--- config.mk ---
export PLATFORM = sky130hd
export DESIGN_NAME = sig_succ_dp
export DESIGN_NICKNAME = d
export VERILOG_FILES = /design/src/rtl/sig_succ_pkg.sv /design/src/rtl/sig_succ_dp.sv
export SDC_FILE = /design/constraint.sdc
export NUM_CORES = 1
export LEC_CHECK = 0
export BUFFER_PORTS_ARGS = -buffer_cell sky130_fd_sc_hd__buf_2
export CORE_MARGIN = 2
export CORE_UTILIZATION = 50
export CTS_CLUSTER_SIZE = 24
export DETAILED_ROUTE_END_ITERATION = 8
export GPL_ROUTABILITY_DRIVEN = 0
export HOLD_SLACK_MARGIN = 0.06
export PLACE_DENSITY_LB_ADDON = 0.3
export SYNTH_ARGS = -nofsm -noshare
export SYNTH_HDL_FRONTEND = slang
export SYNTH_SLANG_ARGS = --single-unit
--- constraint.sdc ---
create_clock -name clk -period 3.5 [get_ports clk]
set_input_delay 0.525 -clock clk [delete_from_list [all_inputs] [get_ports clk]]
set_output_delay 0.525 -clock clk [all_outputs]
set_load 0.05 [all_outputs]
--- src/rtl/sig_succ_pkg.sv ---
package sig_succ_pkg;

  typedef enum logic [1:0] {
    KIND_NORMAL     = 2'b00,
    KIND_PROC_ENTRY = 2'b01,
    KIND_PROC_EXIT  = 2'b10,
    KIND_ILLEGAL    = 2'b11
  } sigKind_e;

  typedef enum logic [1:0] {
    ERR_NONE     = 2'd0,
    ERR_NO_SUCC  = 2'd1,
    ERR_BAD_KIND = 2'd2
  } errCode_e;

  typedef struct packed {
    logic loadRef;
    logic recordErr;
    logic badKind;
    logic clearErr;
  } ctrlStrobe_t;

endpackage

--- src/rtl/sig_succ_dp.sv ---
module sig_succ_dp
  import sig_succ_pkg::*;
#(
  parameter int LAB_W   = 8,
  parameter int NUM_LAB = 3
) (
  input  logic                     clk,
  input  logic                     rstN,
  input  ctrlStrobe_t              strobe,
  input  logic [1:0]               sigType,
  input  logic [LAB_W*NUM_LAB-1:0] sigLabels,
  output logic                     matchAny,
  output logic [LAB_W*NUM_LAB-1:0] refLabels,
  output logic                     errFlag,
  output logic [1:0]               errCode,
  output logic [1:0]               errType,
  output logic [LAB_W*NUM_LAB-1:0] errLabels
);

  localparam int SIG_W    = LAB_W * NUM_LAB;
  localparam int NUM_PAIR = NUM_LAB * NUM_LAB;

  logic [SIG_W-1:0]    refQ;
  logic [NUM_PAIR-1:0] pairHit;
  logic [LAB_W-1:0]    refSucc [NUM_LAB];
  logic [LAB_W-1:0]    rxLab   [NUM_LAB];

  // successor per reference slot, natural wrap from all ones to zero
  for (genvar i = 0; i < NUM_LAB; i++) begin : g_slot
    assign refSucc[i] = refQ[i*LAB_W +: LAB_W] + LAB_W'(1);
    assign rxLab[i]   = sigLabels[i*LAB_W +: LAB_W];
  end

  // full cross array of comparators
  for (genvar i = 0; i < NUM_LAB; i++) begin : g_ref
    for (genvar j = 0; j < NUM_LAB; j++) begin : g_rx
      assign pairHit[i*NUM_LAB + j] = (rxLab[j] == refSucc[i]);
    end
  end

  assign matchAny  = |pairHit;
  assign refLabels = refQ;

  always_ff @(posedge clk) begin
    if (!rstN) begin
      refQ <= '0;
    end else if (strobe.loadRef) begin
      refQ <= sigLabels;
    end
  end

  logic             errFlagQ;
  logic [1:0]       errCodeQ;
  logic [1:0]       errTypeQ;
  logic [SIG_W-1:0] errLabelsQ;
  logic             takeErr;

  assign takeErr = strobe.recordErr && (!errFlagQ || strobe.clearErr);

  always_ff @(posedge clk) begin
    if (!rstN) begin
      errFlagQ   <= 1'b0;
      errCodeQ   <= ERR_NONE;
      errTypeQ   <= '0;
      errLabelsQ <= '0;
    end else if (takeErr) begin
      errFlagQ   <= 1'b1;
      errCodeQ   <= strobe.badKind ? ERR_BAD_KIND : ERR_NO_SUCC;
      errTypeQ   <= sigType;
      errLabelsQ <= sigLabels;
    end else if (strobe.clearErr) begin
      errFlagQ   <= 1'b0;
      errCodeQ   <= ERR_NONE;
      errTypeQ   <= '0;
      errLabelsQ <= '0;
    end
  end

  assign errFlag   = errFlagQ;
  assign errCode   = errCodeQ;
  assign errType   = errTypeQ;
  assign errLabels = errLabelsQ;

endmodule

Word-level counts from Yosys, hierarchy flattened
Cells that the tools add are included.
{"block": "totals", "word_cells": 30, "input_bits": 32, "register_bits": 53, "out_inout_bits": 54}
{"block": "op_classes", "addsub": 3, "n_reduce_logical": 5, "n_eq_ne": 9, "n_mux": 8}
{"op": "$eq 8x8->1", "n": 9}
{"op": "$mux 24", "n": 2}
{"op": "$add 8x1->8 const B", "n": 3}
{"op": "$reduce_or 9->1", "n": 1}
{"op": "$mux 2", "n": 4}
{"op": "$mux 1", "n": 2}
{"op": "$reduce_bool 2->1", "n": 1}
{"op": "$logic_and 1x1->1", "n": 1}
{"op": "$logic_not 1->1", "n": 1}
{"op": "$logic_or 1x1->1", "n": 1}

Depth between registers and ports, before layout
Gate-level depths: netlist (run 1).
{"block": "logic_depth", "depth_word": 4, "depth_mapped": 8, "depth_no_buf": 7}

Worst setup path before layout (run 1)
OpenSTA, ideal clock, no wires.
{"block": "synth_path", "path_type": "register to output", "from": "register refQ[1] (netlist: refLabels[1])", "to": "output matchAny", "stages_incl_launch_ff": 8, "path_slack_ns": 0.611, "n_path_buf": 0, "required_ns": 2.975, "arrival_ns": 2.364, "cell_sequence": "dfxtp_1 ha_1 and3_1 xnor3_1 and4b_1 and4_1 a311oi_1 nand3_1"}
{"block": "synth_between", "elab_chain_cells": 3, "elab_cells_between_ends": 5, "cone_classes": "1 x add/sub; 3 x eq/ne; 1 x reduce/logical"}
{"element": "from (decl)", "line": "sig_succ_dp.sv:23", "source": "logic [SIG_W-1:0] refQ;"}
{"element": "from (signal assigned)", "line": "sig_succ_dp.sv:48", "source": "refQ <= sigLabels;"}
{"element": "$add 8x1->8 *", "line": "sig_succ_dp.sv:30", "source": "assign refSucc[i] = refQ[i*LAB_W +: LAB_W] + LAB_W'(1);"}
{"element": "$eq 8x8->1", "line": "sig_succ_dp.sv:37", "source": "assign pairHit[i*NUM_LAB + j] = (rxLab[j] == refSucc[i]);"}
{"element": "$reduce_or 9->1 *", "line": "sig_succ_dp.sv:41", "source": "assign matchAny = |pairHit;"}
{"element": "to (decl)", "line": "sig_succ_dp.sv:12", "source": "output logic matchAny,"}
Every way passes the cells marked *; elsewhere a longest branch is shown, timed or not.

Worst setup path after layout (run 1)
{"block": "layout_path", "from": "register refQ[0] (netlist: refLabels[0])", "to": "output matchAny"}
Same word-level chain as after synthesis.

==> impl_metrics.env, run 1 <==
export IMPL_synthesis_instances=386
export IMPL_clockPowerShare=0.245
export IMPL_die_h_um=90.10
export IMPL_max_freq_ghz=0.3281
export IMPL_wirelength_um=9512
export IMPL_post_cts_buffers=0
export IMPL_cts_resized_gates=0
export IMPL_drc_errors=0
export IMPL_dp_hpwl_um=6840
export IMPL_std_cell_rows=31
export IMPL_combPwrFrac=0.306
export IMPL_power_internal_uw=968.0
export IMPL_drtAntennaViolNets=0
export IMPL_p_leak_nw=1.953
export IMPL_crit_fanout=9
export IMPL_via_count=2873
export IMPL_cts_sinks=53
export IMPL_netlist_area_mm2=0.003706
export IMPL_synth_cell_types=35
export IMPL_cp_arrival_ns=2.52
export IMPL_drt_iter0_markers=139
export IMPL_slew_violations=0
export IMPL_status="complete, no violations"
export IMPL_finClkSkew_ns=0.006820
export IMPL_synth_seq_cells=53
export IMPL_synth_warnings=0
export IMPL_synth_seq_area_share=0.2863
export IMPL_fin_crit_ns=3.048
export IMPL_antenna_found_initial=0
export IMPL_avgRoutedWirePerCell_um=17.78
export IMPL_cts_hold_buf=0
export IMPL_hold_violations=0
export IMPL_async_flop_share=0
export IMPL_grt_ovfl_total=0
export IMPL_grt_pass1_vias=2960
export IMPL_syn_nets=421
export IMPL_cts_clk_slew_worst_paths_ns=0.11
export IMPL_min_path_type="input pin to flip-flop"
export IMPL_finalCritPeriodShare=0.8708
export IMPL_synth_simple_gate_area_share=0.2167
export IMPL_p_per_area_mw_per_mm2=361.5
export IMPL_switchingPower_uw=541.1
export IMPL_avgSynthCellArea_um2=9.601
export IMPL_slew_headroom=0.3067
export IMPL_worstPathRequired_ns=2.97
export IMPL_max_slew_worst_pin_slew_ns=1.040
export IMPL_cp_end_kind="primary output"
export IMPL_io_pins=86
export IMPL_synth_xor_area_frac=0.3082
export IMPL_synthMuxAreaShare=0.06482
export IMPL_cp_slowest_cell="dfxtp_1"
export IMPL_n_fill_cell=667
export IMPL_cts_buffers=5
export IMPL_insertion_delay_ns=0.31
export IMPL_worst_ir_drop_vdd_mv=0.1873
export IMPL_pwr_share_seq=0.449
export IMPL_fin_hold_ws_ns=0.4509
export IMPL_synth_top_area_cell="dfxtp_1"
export IMPL_drive_gt1_frac=0.2179
export IMPL_worstSetupStartpointType="flip-flop"
export IMPL_synth_flop_cell="dfxtp_1"
export IMPL_synth_top_family_by_area="XOR/XNOR gates"
export IMPL_yosys_top_cells_area="dfxtp_1 (29%), xnor3_1 (13%), xnor2_1 (9.7%)"
export IMPL_grt_max_degree=54
export IMPL_fin_util=0.5786
export IMPL_maxCapViolations=0
export IMPL_cts_tree="built"
export IMPL_fp_dieW_um=90.10
export IMPL_vias_per_cell=5.370
export IMPL_grt_pass1_wl_um=15370
export IMPL_synth_top_area_share=0.2863
export IMPL_start_util=0.5137
export IMPL_worstPathCellList="ha_1 > and3_1 > xnor3_1 > and4b_1 > and4_1 > a311oi_1 > nand3_1 > buf_2"
export IMPL_synth_compound_area_share=0.06550
export IMPL_syn_to_final_growth_pct=12.63
export IMPL_dr_pass1_iters=4
export IMPL_swShare=0.3585
export IMPL_cts_root_buf="clkbuf_8"
export IMPL_critical_path_class="flip-flop to primary output"
export IMPL_io_buffers=85
export IMPL_dieArea_mm2=0.008117
export IMPL_nNetsFinal=470
export IMPL_synth_edf_count=0
export IMPL_track_usage=0.2373
export IMPL_htreeDepth=2
export IMPL_cpPeakStageDelay_ns=0.50
export IMPL_finalSetupViolCount=0
export IMPL_synth_fa_ha_area_frac=0.01013
export IMPL_finalSetupTns_ns=0
export IMPL_core_region_area_mm2=0.007214
export IMPL_grt_setup_unrepaired="false"
export IMPL_cts_buffer_depth=2
export IMPL_num_antenna_cells=0
[metal layers]
metal	global-route usage	wire, um
met1	0.3286	4339
met4	0.06795	176
met5	0	0
met2	0.3816	4399
met3	0.04191	597
[power groups by stage]
stage | combinational [mW] | sequential, mW | clock (mW)
after floorplan | 0.259 | 0.791 | 0
after global placement | 0.457 | 0.689 | 0
after detailed placement | 0.462 | 0.690 | 0
after CTS | 0.463 | 0.677 | 0.378
after global routing | 0.494 | 0.683 | 0.406
final | 0.462 | 0.677 | 0.370
[cells by family (layout without fill, tap and decap cells)]
kind of cell               after synthesis  in the layout
muxes                                   24             24
AOI/OAI and AO/OA                       32             32
DFF                                     53             53
buffers and inverters                   44             94
xor gates and xnor gates                95             95
and+or+nand+nor                        135            135
adders and majority gates                3              3
[through the flow]
stage	power, mW	instances	area (um2)	worst slack (ns)
after floorplan	1.050	386	3706	0.6110
after global placement	1.146	527	4080	0.8753
after detailed placement	1.152	527	4080	0.8239
after CTS	1.517	535	4174	0.4661
after global routing	1.582	535	4174	0.2919
final	1.509	535	4174	0.4523
[layout by cell type (no fill, tap or decap), drive strengths merged, types with 13 or more instances in the layout]
master / instances
nand2: 31
buf: 85
and3: 13
xor2: 32
nor2b: 24
xnor2: 41
nand3b: 27
mux2i: 24
a21boi: 28
dfxtp: 53
xnor3: 22
[cell type report]
class | instances | area, um2 | share of cell area
Timing Repair Buffer | 85 | 425.4 | 0.1019
Clock buffer | 5 | 68.82 | 0.01649
Sequential cell | 53 | 1061 | 0.2542
Tap cell | 99 | 123.9 | 0.02968
Clock inverter | 3 | 25.02 | 0.005995
Multi-Input combinational cell | 289 | 2466 | 0.5908
Inverter | 1 | 3.754 | 0.0008993
[critical path: cells and delay by family, from the launching register on]
kind	cells	cell delay [ns]
and+or+nand+nor	4	0.78
DFF	1	0.50
adders and majority gates	1	0.25
AOI/OAI and AO/OA	1	0.23
buffers and inverters	1	0.23
xor gates and xnor gates	1	0.22
[sequential cells by signal (all words and copies together) (netlist names)]
name and flops:
errCode 2, errLabels 24, errFlag 1, refLabels 24, errType 2
[cells in the mapped netlist, types with 2 or more instances]
library cell / number
a21boi_0: 28
and3_1: 13
and4_1: 5
and4b_1: 2
buf_1: 2
buf_2: 7
clkbuf_1: 32
dfxtp_1: 53
ha_1: 3
mux2i_1: 24
nand2_1: 31
nand3_1: 5
nand3b_1: 27
nand4_1: 7
nor2_1: 11
nor2b_1: 24
nor4b_1: 3
xnor2_1: 41
xnor3_1: 22
xor2_1: 31
[path summary, 6_finish.rpt]
path / endpoint / slack (ns) / cells past startpoint / from
min reg2reg: errType[1] / 0.50 / 2 / errType[1]
max: matchAny / 0.45 / 8 / refLabels[0]
min: errType[1] / 0.45 / 3 / sigType[1]
max reg2reg: errCode[0] / 1.84 / 4 / errFlag
Note: power is estimated with default switching activity, not from simulation.
==> run 2, diff against run 1 <==
Settings changed: BUFFER_PORTS_ARGS -buffer_cell sky130_fd_sc_hd__buf_2 to unset, DONT_BUFFER_PORTS set to 1.
==> run 2 against run 1 <==
Cell count shrank 12%. Highest routed layer unchanged. Non-clock buffer count shrank 62. Power shrank 4.1%. Core utilization shrank 3.5 points. Count of clock-buffer cells in the layout is the same. Largest power group unchanged.
==> impl_metrics.env, run 2 (synthesis gave the netlist of run 1 again) <==
export IMPL_dp_hpwl_um=6809
export IMPL_min_path_type="input pin to flip-flop"
export IMPL_std_cell_rows=31
export IMPL_r2r_setup_slack_ns=1.51
export IMPL_fp_dieW_um=90.10
export IMPL_power_internal_uw=959.9
export IMPL_fin_hold_ws_ns=0.3351
export IMPL_syn_to_final_growth_pct=5.908
export IMPL_cp_end_kind="primary output"
export IMPL_cts_hold_buf=0
export IMPL_io_pins=86
export IMPL_final_common_cell="dfxtp_1"
export IMPL_core_region_area_mm2=0.007214
export IMPL_crit_fanout=6
export IMPL_drive_gt1_frac=0.08824
export IMPL_combPwrFrac=0.227
export IMPL_finClkSkew_ns=0.006409
export IMPL_dp_cells=465
export IMPL_die_h_um=90.10
export IMPL_place_area_mm2=0.003827
export IMPL_dr_pass1_iters=4
export IMPL_max_freq_ghz=0.3238
export IMPL_io_buffers=0
export IMPL_vias_per_cell=5.660
export IMPL_cts_clk_slew_worst_paths_ns=0.11
export IMPL_cts_root_buf="clkbuf_8"
export IMPL_cp_slowest_cell="dfxtp_1"
export IMPL_cts_buffer_depth=2
export IMPL_fin_crit_ns=3.088
export IMPL_drt_iter0_markers=160
export IMPL_slew_headroom=0.3177
export IMPL_hold_violations=0
export IMPL_worstPathRequired_ns=2.97
export IMPL_nNetsFinal=408
export IMPL_drtAntennaViolNets=0
export IMPL_maxCapViolations=0
export IMPL_cts_resized_gates=0
export IMPL_design_area_mm2=0.003925
export IMPL_wirelength_um=9579
export IMPL_finalCritPeriodShare=0.8822
export IMPL_cp_arrival_ns=2.56
export IMPL_max_slew_worst_pin_slew_ns=1.023
export IMPL_clockPowerShare=0.266
export IMPL_start_util=0.5137
export IMPL_cts_tree="built"
export IMPL_swShare=0.3371
export IMPL_cpPeakStageDelay_ns=0.46
export IMPL_antenna_found_initial=0
export IMPL_post_cts_buffers=0
export IMPL_avgRoutedWirePerCell_um=20.25
export IMPL_drc_errors=0
export IMPL_cts_buffers=5
export IMPL_finalSetupViolCount=0
export IMPL_worst_ir_drop_vdd_mv=0.2462
export IMPL_grt_setup_unrepaired="false"
export IMPL_final_cell_mix="dfxtp_1 (53), xnor2_1 (41), xor2_1 (31), nand2_1 (31), a21boi_0 (28)"
export IMPL_fin_cells=473
export IMPL_n_fill_cell=706
export IMPL_grt_pass1_wl_um=15120
export IMPL_critical_path_class="flip-flop to primary output"
export IMPL_grt_pass1_vias=2702
export IMPL_track_usage=0.2368
export IMPL_cts_sinks=53
export IMPL_pwr_share_seq=0.507
export IMPL_worstSetupStartpointType="flip-flop"
export IMPL_num_antenna_cells=0
export IMPL_p_per_area_mw_per_mm2=368.9
export IMPL_insertion_delay_ns=0.32
export IMPL_slew_violations=0
export IMPL_grt_ovfl_total=0
export IMPL_status="complete, no violations"
export IMPL_grt_max_degree=54
export IMPL_htreeDepth=2
export IMPL_p_leak_nw=1.680
export IMPL_switchingPower_uw=488.0
export IMPL_worstPathCellList="buf_4 > nand3_1 > nor2_1 > xnor3_1 > and4_1 > nor4bb_1 > nand3_1 > buf_4"
export IMPL_dieArea_mm2=0.008117
export IMPL_via_count=2677
export IMPL_finalSetupTns_ns=0
==> run 2: cell types whose count changed in the layout (fill, tap and decap cells not counted) <==
| cell | previous run | this run |
|---|---|---|
| buf_2 | 85 | 0 |
| buf_4 | 0 | 23 |
| clkinvlp_4 | 1 | 0 |
| inv_8 | 0 | 1 |
==> run 2: worst max-delay path: cells and delay by family (launching register included) <==
family                    cells  cell delay (ns)
xor gates and xnor gates      1             0.27
and+or+nand+nor               5             1.04
buffers and inverters         2             0.47
DFF                           1             0.46
==> run 2: metal layers <==
| metal | share of wire | routed length (um) | global-route usage | up-vias |
|---|---|---|---|---|
| met2 | 0.46 | 4398 | 0.3734 | 106 |
| met5 | 0 | 0 | 0.01923 | - |
| met1 | 0.42 | 4061 | 0.3141 | 1287 |
| li1 | - | - | - | 1267 |
| met3 | 0.095 | 913 | 0.07209 | 17 |
| met4 | 0.021 | 205 | 0.06667 | 0 |
==> run 2: metrics by stage <==
step,power [mW],util,setup slack [ns]
floorplan,1.050,-,0.6110
global placement,1.069,0.5305,0.8056
detailed placement,1.076,0.5305,0.8103
CTS,1.460,0.5441,0.4402
global route,1.511,0.5441,0.2750
finish,1.448,0.5441,0.4121
==> run 2: final timing paths <==
| path | cells past startpoint | from | end |
|---|---|---|---|
| setup / recovery | 8 | refLabels[10] | matchAny |
| hold / removal | 2 | sigLabels[1] | errLabels[1] |
| hold reg to reg | 2 | refLabels[2] | refLabels[2] |
| setup reg to reg | 4 | errFlag | errLabels[4] |
==> run 2: area by class of cell <==
| cell class | count | area, um2 | area share |
|---|---|---|---|
| Timing Repair Buffer | 23 | 172.7 | 0.04399 |
| Tap cell | 99 | 123.9 | 0.03156 |
| Multi-Input combinational cell | 289 | 2466 | 0.6283 |
| Clock inverter | 3 | 28.78 | 0.007332 |
| Sequential cell | 53 | 1061 | 0.2703 |
| Inverter | 1 | 3.754 | 0.0009563 |
| Clock buffer | 5 | 68.82 | 0.01753 |
==> run 2: power groups by stage <==
stage | Combinational (mW) | Clock, mW | Sequential (mW)
after detailed placement | 0.329 | 0 | 0.747
after CTS | 0.330 | 0.397 | 0.733
after global routing | 0.356 | 0.417 | 0.738
after global placement | 0.323 | 0 | 0.746
final | 0.329 | 0.386 | 0.733
after floorplan | 0.259 | 0 | 0.791
